==> config.mk <==
export PLATFORM = sky130hd
export DESIGN_NAME = ovf_irq_aggregator
export DESIGN_NICKNAME = d
export VERILOG_FILES = /design/src/rtl/ovf_irq_pkg.sv /design/src/rtl/ovf_counter.sv /design/src/rtl/ovf_reg_file.sv /design/src/rtl/ovf_irq_gate.sv /design/src/rtl/ovf_irq_aggregator.sv
export SDC_FILE = /design/constraint.sdc
export NUM_CORES = 1
export LEC_CHECK = 0
export BUFFER_PORTS_ARGS = -buffer_cell sky130_fd_sc_hd__buf_4
export CELL_PAD_IN_SITES_DETAIL_PLACEMENT = 1
export CELL_PAD_IN_SITES_GLOBAL_PLACEMENT = 2
export CORE_MARGIN = 3
export CORE_UTILIZATION = 32
export CTS_CLUSTER_SIZE = 28
export DETAILED_ROUTE_END_ITERATION = 12
export PLACE_DENSITY = 0.74
export SETUP_SLACK_MARGIN = 0.1
export SLEW_MARGIN = 20
export SYNTH_ARGS = -nofsm -noshare
export SYNTH_HDL_FRONTEND = slang
export SYNTH_SLANG_ARGS = --single-unit
export TNS_END_PERCENT = 5
==> constraint.sdc <==
create_clock -name clk -period 2.3 [get_ports clk]
set_input_delay 0.46 -clock clk [delete_from_list [all_inputs] [get_ports clk]]
set_output_delay 0.46 -clock clk [all_outputs]
set_load 0.01 [all_outputs]
==> src/rtl/ovf_irq_pkg.sv <==
package ovf_irq_pkg;

    // Flag and enable bit positions
    localparam int FLAG_FULL  = 0;
    localparam int FLAG_FIELD = 1;
    localparam int FLAG_CHAN0 = 2;

    // Control register bit positions
    localparam int CTL_GLOBAL = 0;
    localparam int CTL_MODULE = 1;
    localparam int CTL_SEL_LO = 2;
    localparam int CTL_BITS   = 4;

    // Register addresses
    localparam int ADDR_FLAGS  = 0;
    localparam int ADDR_ENABLE = 1;
    localparam int ADDR_CTRL   = 2;
    localparam int ADDR_CNT_LO = 3;
    localparam int ADDR_CNT_HI = 4;

    typedef enum logic [1:0] {
        FIELD_8  = 2'd0,
        FIELD_9  = 2'd1,
        FIELD_10 = 2'd2,
        FIELD_11 = 2'd3
    } field_sel_e;

    typedef enum logic {
        IRQ_QUIET  = 1'b0,
        IRQ_RAISED = 1'b1
    } irq_state_e;

endpackage

==> src/rtl/ovf_counter.sv <==
module ovf_counter
    import ovf_irq_pkg::*;
#(
    parameter int CNT_W      = 16,
    parameter int FIELD_BASE = 8,
    parameter int FIELD_OPTS = 4
) (
    input  logic             clk,
    input  logic             rst,
    input  logic             count_en,
    input  field_sel_e       field_sel,
    output logic [CNT_W-1:0] count,
    output logic             full_wrap,
    output logic             field_wrap
);

    logic [CNT_W-1:0]      count_q;
    logic [FIELD_OPTS-1:0] field_ones;

    always_ff @(posedge clk) begin
        if (rst) begin
            count_q <= '0;
        end else if (count_en) begin
            count_q <= count_q + CNT_W'(1);
        end
    end

    // One all-ones detector per selectable field width
    for (genvar k = 0; k < FIELD_OPTS; k++) begin : g_field
        assign field_ones[k] = &count_q[FIELD_BASE+k-1:0];
    end

    always_comb begin
        full_wrap  = count_en && (&count_q);
        field_wrap = count_en && field_ones[field_sel];
    end

    assign count = count_q;

    p_count_step_r2: assert property (@(posedge clk) disable iff (rst)
        count_en |=> count_q == $past(count_q) + CNT_W'(1));

    p_count_hold_r2: assert property (@(posedge clk) disable iff (rst)
        !count_en |=> $stable(count_q));

    p_full_wrap_r3: assert property (@(posedge clk) disable iff (rst)
        full_wrap |=> count_q == '0);

endmodule

==> src/rtl/ovf_reg_file.sv <==
module ovf_reg_file
    import ovf_irq_pkg::*;
#(
    parameter int NUM_CHAN = 6,
    parameter int DATA_W   = 8,
    parameter int ADDR_W   = 3,
    parameter int CNT_W    = 16
) (
    input  logic              clk,
    input  logic              rst,
    input  logic [DATA_W-1:0] set_vec,
    input  logic              wr_en,
    input  logic [ADDR_W-1:0] wr_addr,
    input  logic [DATA_W-1:0] wr_data,
    input  logic [ADDR_W-1:0] rd_addr,
    input  logic [CNT_W-1:0]  count,
    output logic [DATA_W-1:0] flags,
    output logic [DATA_W-1:0] enables,
    output logic              glob_en,
    output logic              mod_en,
    output field_sel_e        field_sel,
    output logic [DATA_W-1:0] rd_data
);

    localparam int NUM_FLAGS = NUM_CHAN + FLAG_CHAN0;
    localparam int HI_W      = CNT_W - DATA_W;

    logic [DATA_W-1:0]   flags_q;
    logic [DATA_W-1:0]   enables_q;
    logic [CTL_BITS-1:0] ctrl_q;
    logic [DATA_W-1:0]   clr_vec;
    logic                wr_flags;
    logic                wr_enable;
    logic                wr_ctrl;

    always_comb begin
        wr_flags  = wr_en && (wr_addr == ADDR_W'(ADDR_FLAGS));
        wr_enable = wr_en && (wr_addr == ADDR_W'(ADDR_ENABLE));
        wr_ctrl   = wr_en && (wr_addr == ADDR_W'(ADDR_CTRL));
        clr_vec   = wr_flags ? ~wr_data : '0;
    end

    // Sticky flags: a set event outranks a clear in the same cycle
    for (genvar i = 0; i < NUM_FLAGS; i++) begin : g_flag
        always_ff @(posedge clk) begin
            if (rst) begin
                flags_q[i] <= 1'b0;
            end else if (set_vec[i]) begin
                flags_q[i] <= 1'b1;
            end else if (clr_vec[i]) begin
                flags_q[i] <= 1'b0;
            end
        end
    end

    always_ff @(posedge clk) begin
        if (rst) begin
            enables_q <= '0;
            ctrl_q    <= '0;
        end else begin
            if (wr_enable) begin
                enables_q <= wr_data;
            end
            if (wr_ctrl) begin
                ctrl_q <= wr_data[CTL_BITS-1:0];
            end
        end
    end

    always_comb begin
        unique case (rd_addr)
            ADDR_W'(ADDR_FLAGS):  rd_data = flags_q;
            ADDR_W'(ADDR_ENABLE): rd_data = enables_q;
            ADDR_W'(ADDR_CTRL):   rd_data = DATA_W'(ctrl_q);
            ADDR_W'(ADDR_CNT_LO): rd_data = count[DATA_W-1:0];
            ADDR_W'(ADDR_CNT_HI): rd_data = DATA_W'(count[CNT_W-1:CNT_W-HI_W]);
            default:              rd_data = '0;
        endcase
    end

    assign flags     = flags_q;
    assign enables   = enables_q;
    assign glob_en   = ctrl_q[CTL_GLOBAL];
    assign mod_en    = ctrl_q[CTL_MODULE];
    assign field_sel = field_sel_e'(ctrl_q[CTL_SEL_LO+1:CTL_SEL_LO]);

    p_set_wins_r7: assert property (@(posedge clk) disable iff (rst)
        (set_vec != '0) |=> ((flags_q & $past(set_vec)) == $past(set_vec)));

    p_sticky_r7: assert property (@(posedge clk) disable iff (rst)
        !wr_flags |=> ((flags_q & $past(flags_q)) == $past(flags_q)));

    p_enable_write_r9: assert property (@(posedge clk) disable iff (rst)
        wr_enable |=> enables_q == $past(wr_data));

endmodule

==> src/rtl/ovf_irq_gate.sv <==
module ovf_irq_gate
    import ovf_irq_pkg::*;
#(
    parameter int DATA_W = 8
) (
    input  logic              clk,
    input  logic              rst,
    input  logic [DATA_W-1:0] flags,
    input  logic [DATA_W-1:0] enables,
    input  logic              glob_en,
    input  logic              mod_en,
    output logic              irq
);

    irq_state_e state_q;
    irq_state_e state_d;
    logic       req;

    always_comb begin
        req = (|(flags & enables)) && glob_en && mod_en;
    end

    always_ff @(posedge clk) begin
        if (rst) begin
            state_q <= IRQ_QUIET;
        end else begin
            state_q <= state_d;
        end
    end

    always_comb begin
        state_d = state_q;
        unique case (state_q)
            IRQ_QUIET:  if (req)  state_d = IRQ_RAISED; // RAISE
            IRQ_RAISED: if (!req) state_d = IRQ_QUIET;  // DROP
            default:    state_d = IRQ_QUIET;
        endcase
    end

    always_comb begin
        irq = (state_q == IRQ_RAISED);
    end

    p_irq_follow_r8: assert property (@(posedge clk) disable iff (rst)
        req |=> irq);

    p_irq_release_r8: assert property (@(posedge clk) disable iff (rst)
        !req |=> !irq);

    p_irq_quiet_r10: assert property (@(posedge clk) disable iff (rst)
        !(glob_en && mod_en) |=> !irq);

endmodule

==> src/rtl/ovf_irq_aggregator.sv <==
module ovf_irq_aggregator
    import ovf_irq_pkg::*;
#(
    parameter int NUM_CHAN   = 6,
    parameter int CNT_W      = 16,
    parameter int DATA_W     = 8,
    parameter int ADDR_W     = 3,
    parameter int FIELD_BASE = 8
) (
    input  logic                clk,
    input  logic                rst,
    input  logic                count_en,
    input  logic [NUM_CHAN-1:0] chan_evt,
    input  logic                wr_en,
    input  logic [ADDR_W-1:0]   wr_addr,
    input  logic [DATA_W-1:0]   wr_data,
    input  logic [ADDR_W-1:0]   rd_addr,
    output logic [DATA_W-1:0]   rd_data,
    output logic                irq
);

    localparam int FIELD_OPTS = 4;

    logic [CNT_W-1:0]  count;
    logic              full_wrap;
    logic              field_wrap;
    logic [DATA_W-1:0] set_vec;
    logic [DATA_W-1:0] flags;
    logic [DATA_W-1:0] enables;
    logic              glob_en;
    logic              mod_en;
    field_sel_e        field_sel;

    always_comb begin
        set_vec = '0;
        set_vec[FLAG_FULL]  = full_wrap;
        set_vec[FLAG_FIELD] = field_wrap;
        set_vec[FLAG_CHAN0 +: NUM_CHAN] = chan_evt;
    end

    ovf_counter #(
        .CNT_W      (CNT_W),
        .FIELD_BASE (FIELD_BASE),
        .FIELD_OPTS (FIELD_OPTS)
    ) i_counter (
        .clk        (clk),
        .rst        (rst),
        .count_en   (count_en),
        .field_sel  (field_sel),
        .count      (count),
        .full_wrap  (full_wrap),
        .field_wrap (field_wrap)
    );

    ovf_reg_file #(
        .NUM_CHAN (NUM_CHAN),
        .DATA_W   (DATA_W),
        .ADDR_W   (ADDR_W),
        .CNT_W    (CNT_W)
    ) i_regs (
        .clk       (clk),
        .rst       (rst),
        .set_vec   (set_vec),
        .wr_en     (wr_en),
        .wr_addr   (wr_addr),
        .wr_data   (wr_data),
        .rd_addr   (rd_addr),
        .count     (count),
        .flags     (flags),
        .enables   (enables),
        .glob_en   (glob_en),
        .mod_en    (mod_en),
        .field_sel (field_sel),
        .rd_data   (rd_data)
    );

    ovf_irq_gate #(
        .DATA_W (DATA_W)
    ) i_gate (
        .clk     (clk),
        .rst     (rst),
        .flags   (flags),
        .enables (enables),
        .glob_en (glob_en),
        .mod_en  (mod_en),
        .irq     (irq)
    );

    p_chan_latch_r5: assert property (@(posedge clk) disable iff (rst)
        (chan_evt != '0) |=> ((flags[FLAG_CHAN0 +: NUM_CHAN] & $past(chan_evt)) == $past(chan_evt)));

    p_field_latch_r4: assert property (@(posedge clk) disable iff (rst)
        field_wrap |=> flags[FLAG_FIELD]);

endmodule

==> impl_metrics.toml, run 1 <==
[outcome]
status = "finished, final reports clean"

[global_route]
grt_pass1_wl_mm = 8.53
track_usage_pct = 16.6
globalRoute.totalOverflow = 0
grt_max_degree = 40
antenna_found_initial = 0
grt_pass1_vias = 1712

[drt]
via_per_inst = 5.11
drtPass1Iterations = 4
drc_errors = 0
wl_per_cell_um = 16.1
wl_mm = 5.24
antenna_left = 0
drt_iter0_drc = 45
num_vias = 1661

[worst_setup_path]
cp.required_ns = 1.84
reg2reg_from = "i_counter.count[5]"
r2r_cells = 4
reg2reg_slack_ns = 0.52
endpoint_kind = "primary output"
r2r_end = "i_counter.count[15]"
cp-start-kind = "input port"
critPathKind = "in2out"
critical_path_arrival_ns = 1.58
worstPathMaxFanout = 13

[clock_network]
path_clk_slew_ns = 0.07
ctsResizeCount = 0
postCtsSetupRepairBufs = 0
clk_latency_ns = 0.28
cts_buffer_depth = 2
ctsRootBufferMaster = "clkbuf_8"
cts-hold-fix-buffers = 0
cts-buffers-inserted = 5
htreeDepth = 2
cts_tree = "yes"
clock-sinks = 37

[logic_synthesis]
post-synth-top-count-cell = "nor2_1"
ys_ff_latch = 37
synth_area_leader_cell = "dfxtp_1"
syn_avg_cell_area_um2 = 8.46
synth.distinct_cells = 37
syn_area_mm2 = 0.00188
yosys_warnings = 0
synth-edff-count = 0
ys_seq_area_share_pct = 39.4
async_flop_share_pct = 0
ys.flop_type = "dfxtp_1"
synth_fp_nets = 248
ys_top_cells_by_count = "nor2_1 (38), dfxtp_1 (37), mux2i_1 (22)"
synthTopCellsByArea = "dfxtp_1 (39%), mux2i_1 (12%), nor2_1 (7.6%)"
syn_inst = 222
synth_top_area_share_pct = 39.4

[finish]
drive_gt1_share_pct = 18.6
design_area_mm2 = 0.00226
nNetsFinal = 278
n_antenna_cell = 0
area_growth_pct = 20.4
final_util_pct = 40.3

[floorplanning]
die_height_um = 82.6
dieArea_mm2 = 0.00682
die_w_um = 82.6
initial_core_util_pct = 33.5
core_area_mm2 = 0.00561
io_pins = 33
row_count = 27

[sta]
fin_crit_sh_pct = 88.5
worst_pin_slew_ns = 0.428
finalClockSkew_ns = 0.00589
hold_violations = 0
relSlewSlack_pct = 71.4
fin_crit_ns = 2.04
rsz0062_at_grt = "no"
slew_violations = 0
finalSetupViolCount = 0
timing.fmax_ghz = 0.491
tns_ns = 0

[flow_run]
drv_cap = 0

[worst_hold_path]
hp-class = "in2reg"
worstHoldStart = "chan_evt[4]"
hold_depth = 3
hold-path-endpoint = "i_regs.flags[6]"

[placed_design]
routabilityCongestion = 0.706
io_buffers = 32
post_dp_cell_area_mm2 = 0.00218
dp_hpwl_mm = 3.91

[power_and_ir_drop]
powerDensity_mw_per_mm2 = 551
finalPower_uw = 1250
p_leak_uw = 0.000860
ir_drop_mv = 0.325
==> worst max path at each step <==
stage / from / endpoint / slack (ns) / cells past startpoint
floorplan: count_en / i_counter.count[15] / 0.63 / 5
finish: rd_addr[0] / rd_data[5] / 0.26 / 6
detailed placement: rd_addr[0] / rd_data[5] / 0.31 / 6
CTS: rd_addr[0] / rd_data[5] / 0.29 / 6
global placement: rd_addr[2] / rd_data[4] / 0.32 / 6
global route: rd_addr[0] / rd_data[5] / 0.15 / 6
==> logic make-up (layout without fill, tap and decap cells) <==
kind of cell,after synthesis,in the layout,share of synthesized area (%)
and+or+nand+nor,82,82,22.1
AOI/OAI and AO/OA,44,44,13.9
DFF,37,37,39.4
muxes,24,24,12.9
buffers and inverters,22,53,5.20
xor gates and xnor gates,11,11,5.13
adders and majority gates,2,2,1.33
==> per-layer routing <==
| layer | vias to the layer above | share of wire, % | GRT usage (%) | routed length [um] |
|---|---|---|---|---|
| met3 | 5 | 2.8 | 3.47 | 149 |
| met2 | 18 | 46 | 26.7 | 2430 |
| met4 | 0 | 1.1 | 4.41 | 57 |
| met1 | 801 | 50 | 22.6 | 2600 |
| li1 | 837 | - | - | - |
| met5 | - | 0 | 0 | 0 |
==> placed cells by master, fill, tap and decap left out, types with 6 or more instances in the layout <==
cell / count
buf_4: 36
dfxtp_1: 37
nor2_1: 38
a21oi_1: 14
xnor2_1: 7
nand2_1: 13
mux2i_1: 22
o21ai_0: 13
nand3_1: 6
inv_1: 9
==> stage by stage <==
stage,hold WS (ns),cells,setup WS (ns)
4_1_cts,0.401,325,0.292
3_3_place_gp,0.478,317,0.316
6_report,0.409,325,0.265
3_5_place_dp,0.483,317,0.315
5_1_grt,0.410,325,0.154
2_1_floorplan,0.434,222,0.630
==> flip-flops by register name (all words and copies together) (netlist names) <==
signal and cells:
i_counter.count 16, i_gate.irq 1, i_regs.ctrl_q 4, i_regs.enables 8
i_regs.flags 8
==> report_power, final <==
part	leakage (uW)	internal (uW)	switching (uW)
Combinational	0.000519	62.4	67.2
Clock	0.0000395	216	227
Sequential	0.000301	656	17.0
==> layout make-up <==
cell class              count  area, um2
multi-input cells         163       1050
well taps                  72       90.1
fillers                   689       3350
clock buffers               8       80.1
flip-flops and latches     37        741
repair buffers             36        270
inverters                   9       33.8
==> critical path, cell delays in order <==
cell and delay (ns):
buf_4 0.20, nor2b_1 0.35, and2_1 0.25, nand2_1 0.07, o21ai_0 0.09, buf_4 0.15
No activity file was read; power rests on OpenSTA's default activity.
==> inputs of run 2 (changes only) <==
Settings changed: GPL_TIMING_DRIVEN set to 0, PLACE_DENSITY 0.74 to 0.77.
==> run 2 against run 1 <==
Die area did not move. Highest routed layer unchanged. Sequential share of layout area fell by 0.32 points. Design area is 1.0% higher. Largest power group unchanged.
==> impl_metrics.toml, run 2 (synthesized netlist as in run 1, its figures left out) <==
[outcome]
status = "finished, final reports clean"

[clock_network]
clk_latency_ns = 0.29
cts-hold-fix-buffers = 0
cts-buffers-inserted = 5
cts_tree = "yes"
htreeDepth = 2
ctsResizeCount = 0
clock-sinks = 37
cts_buffer_depth = 2
postCtsSetupRepairBufs = 0
ctsRootBufferMaster = "clkbuf_8"
path_clk_slew_ns = 0.07

[power_and_ir_drop]
sw_frac_of_total_pct = 25.5
p_comb_share_pct = 11.0
switching_power_uw = 319
finalPower_uw = 1250
p_seq_share_pct = 53.8
ir_drop_mv = 0.193
pwr-share-clk_pct = 35.1
powerDensity_mw_per_mm2 = 547
p_leak_uw = 0.000873
p_int_uw = 931

[drt]
drtPass1Iterations = 4
wl_mm = 5.44
via_per_inst = 5.13
antenna_left = 0
drc_errors = 0
drt_iter0_drc = 67
wl_per_cell_um = 16.3
num_vias = 1707

[floorplanning]
io_pins = 33
dieArea_mm2 = 0.00682
die_height_um = 82.6
initial_core_util_pct = 33.5
row_count = 27
core_area_mm2 = 0.00561
die_w_um = 82.6

[placed_design]
place_ws_ns = 0.199
routabilityCongestion = 0.831
io_buffers = 31
dp_hpwl_mm = 4.15

[global_route]
grt_pass1_wl_mm = 8.62
grt_pass1_vias = 1728
grt_max_degree = 12
globalRoute.totalOverflow = 0
antenna_found_initial = 0
track_usage_pct = 17.3

[worst_setup_path]
reg2reg_slack_ns = 0.52
worstPathMaxFanout = 10
critical_path_arrival_ns = 1.62
endpoint_kind = "primary output"
critPathKind = "in2out"
cp.required_ns = 1.84
r2r_cells = 4
cp-start-kind = "input port"

[finish]
n_antenna_cell = 0
nFillCells = 704
mostFrequentLayoutCells = "nor2_1 (38), dfxtp_1 (37), buf_4 (31), mux2i_1 (22), a21oi_1 (14)"
area_growth_pct = 21.6
final_util_pct = 40.7
layout_commonest_cell = "nor2_1"
drive_gt1_share_pct = 18.4
largest_reg_flops = 16
nNetsFinal = 286

[worst_hold_path]
hp-class = "in2reg"
hold_depth = 3

[sta]
rsz0062_at_grt = "no"
finalSetupViolCount = 0
finalClockSkew_ns = 0.00622
fin_ws_ns = 0.220
tns_ns = 0
fin_crit_sh_pct = 90.4
fin_crit_ns = 2.08
worst_pin_slew_ns = 0.710
relSlewSlack_pct = 52.7
timing.fmax_ghz = 0.481
slew_violations = 0
hold_violations = 0

[flow_run]
drv_cap = 0
## run 2: layout make-up
cell class	instances	area [um2]	area share (%)
multi-input combinational	163	1040	45.5
tap	72	90.1	3.95
timing repair buffer	31	233	10.2
buffer	13	63.8	2.79
clock buffer	6	72.6	3.18
clock inverter	2	10.0	0.438
sequential	37	741	32.4
inverter	9	33.8	1.48
## run 2: through the flow
step / instances / area (um2) / hold WS (ns)
global route: 333 / 2280 / 0.411
floorplan: 222 / 1880 / 0.434
CTS: 333 / 2280 / 0.398
finish: 333 / 2280 / 0.406
detailed placement: 325 / 2200 / 0.492
global placement: 325 / 2200 / 0.485
## run 2: path summary, 6_finish.rpt
path / endpoint / from
worst max register to register: i_counter.count[15] / i_counter.count[4]
worst min register to register: i_regs.flags[3] / i_regs.flags[3]
worst min-delay path: i_regs.flags[6] / chan_evt[4]
worst max-delay path: rd_data[4] / rd_addr[0]
## run 2: worst max-delay path, stage by stage
cell	delay (ns)
buf_4	0.11
buf_2	0.28
mux2i_1	0.28
nor2_1	0.07
a21oi_1	0.16
o21ai_0	0.10
buf_4	0.16
## run 2: per-layer routing
| layer | wire length [um] | GRT usage, % | part of all wire [%] |
|---|---|---|---|
| met1 | 2640 | 22.4 | 49 |
| met2 | 2540 | 28.9 | 47 |
| met5 | 0 | 0 | 0 |
| met4 | 58 | 4.41 | 1.1 |
| met3 | 196 | 3.90 | 3.6 |
## run 2: power by group through the flow
| stage | sequential, uW | combinational (uW) | clock, uW |
|---|---|---|---|
| after floorplan | 681 | 74.5 | 0 |
| after global placement | 687 | 136 | 0 |
| after detailed placement | 687 | 138 | 0 |
| after CTS | 672 | 139 | 459 |
| after global routing | 675 | 153 | 486 |
| final | 673 | 138 | 439 |
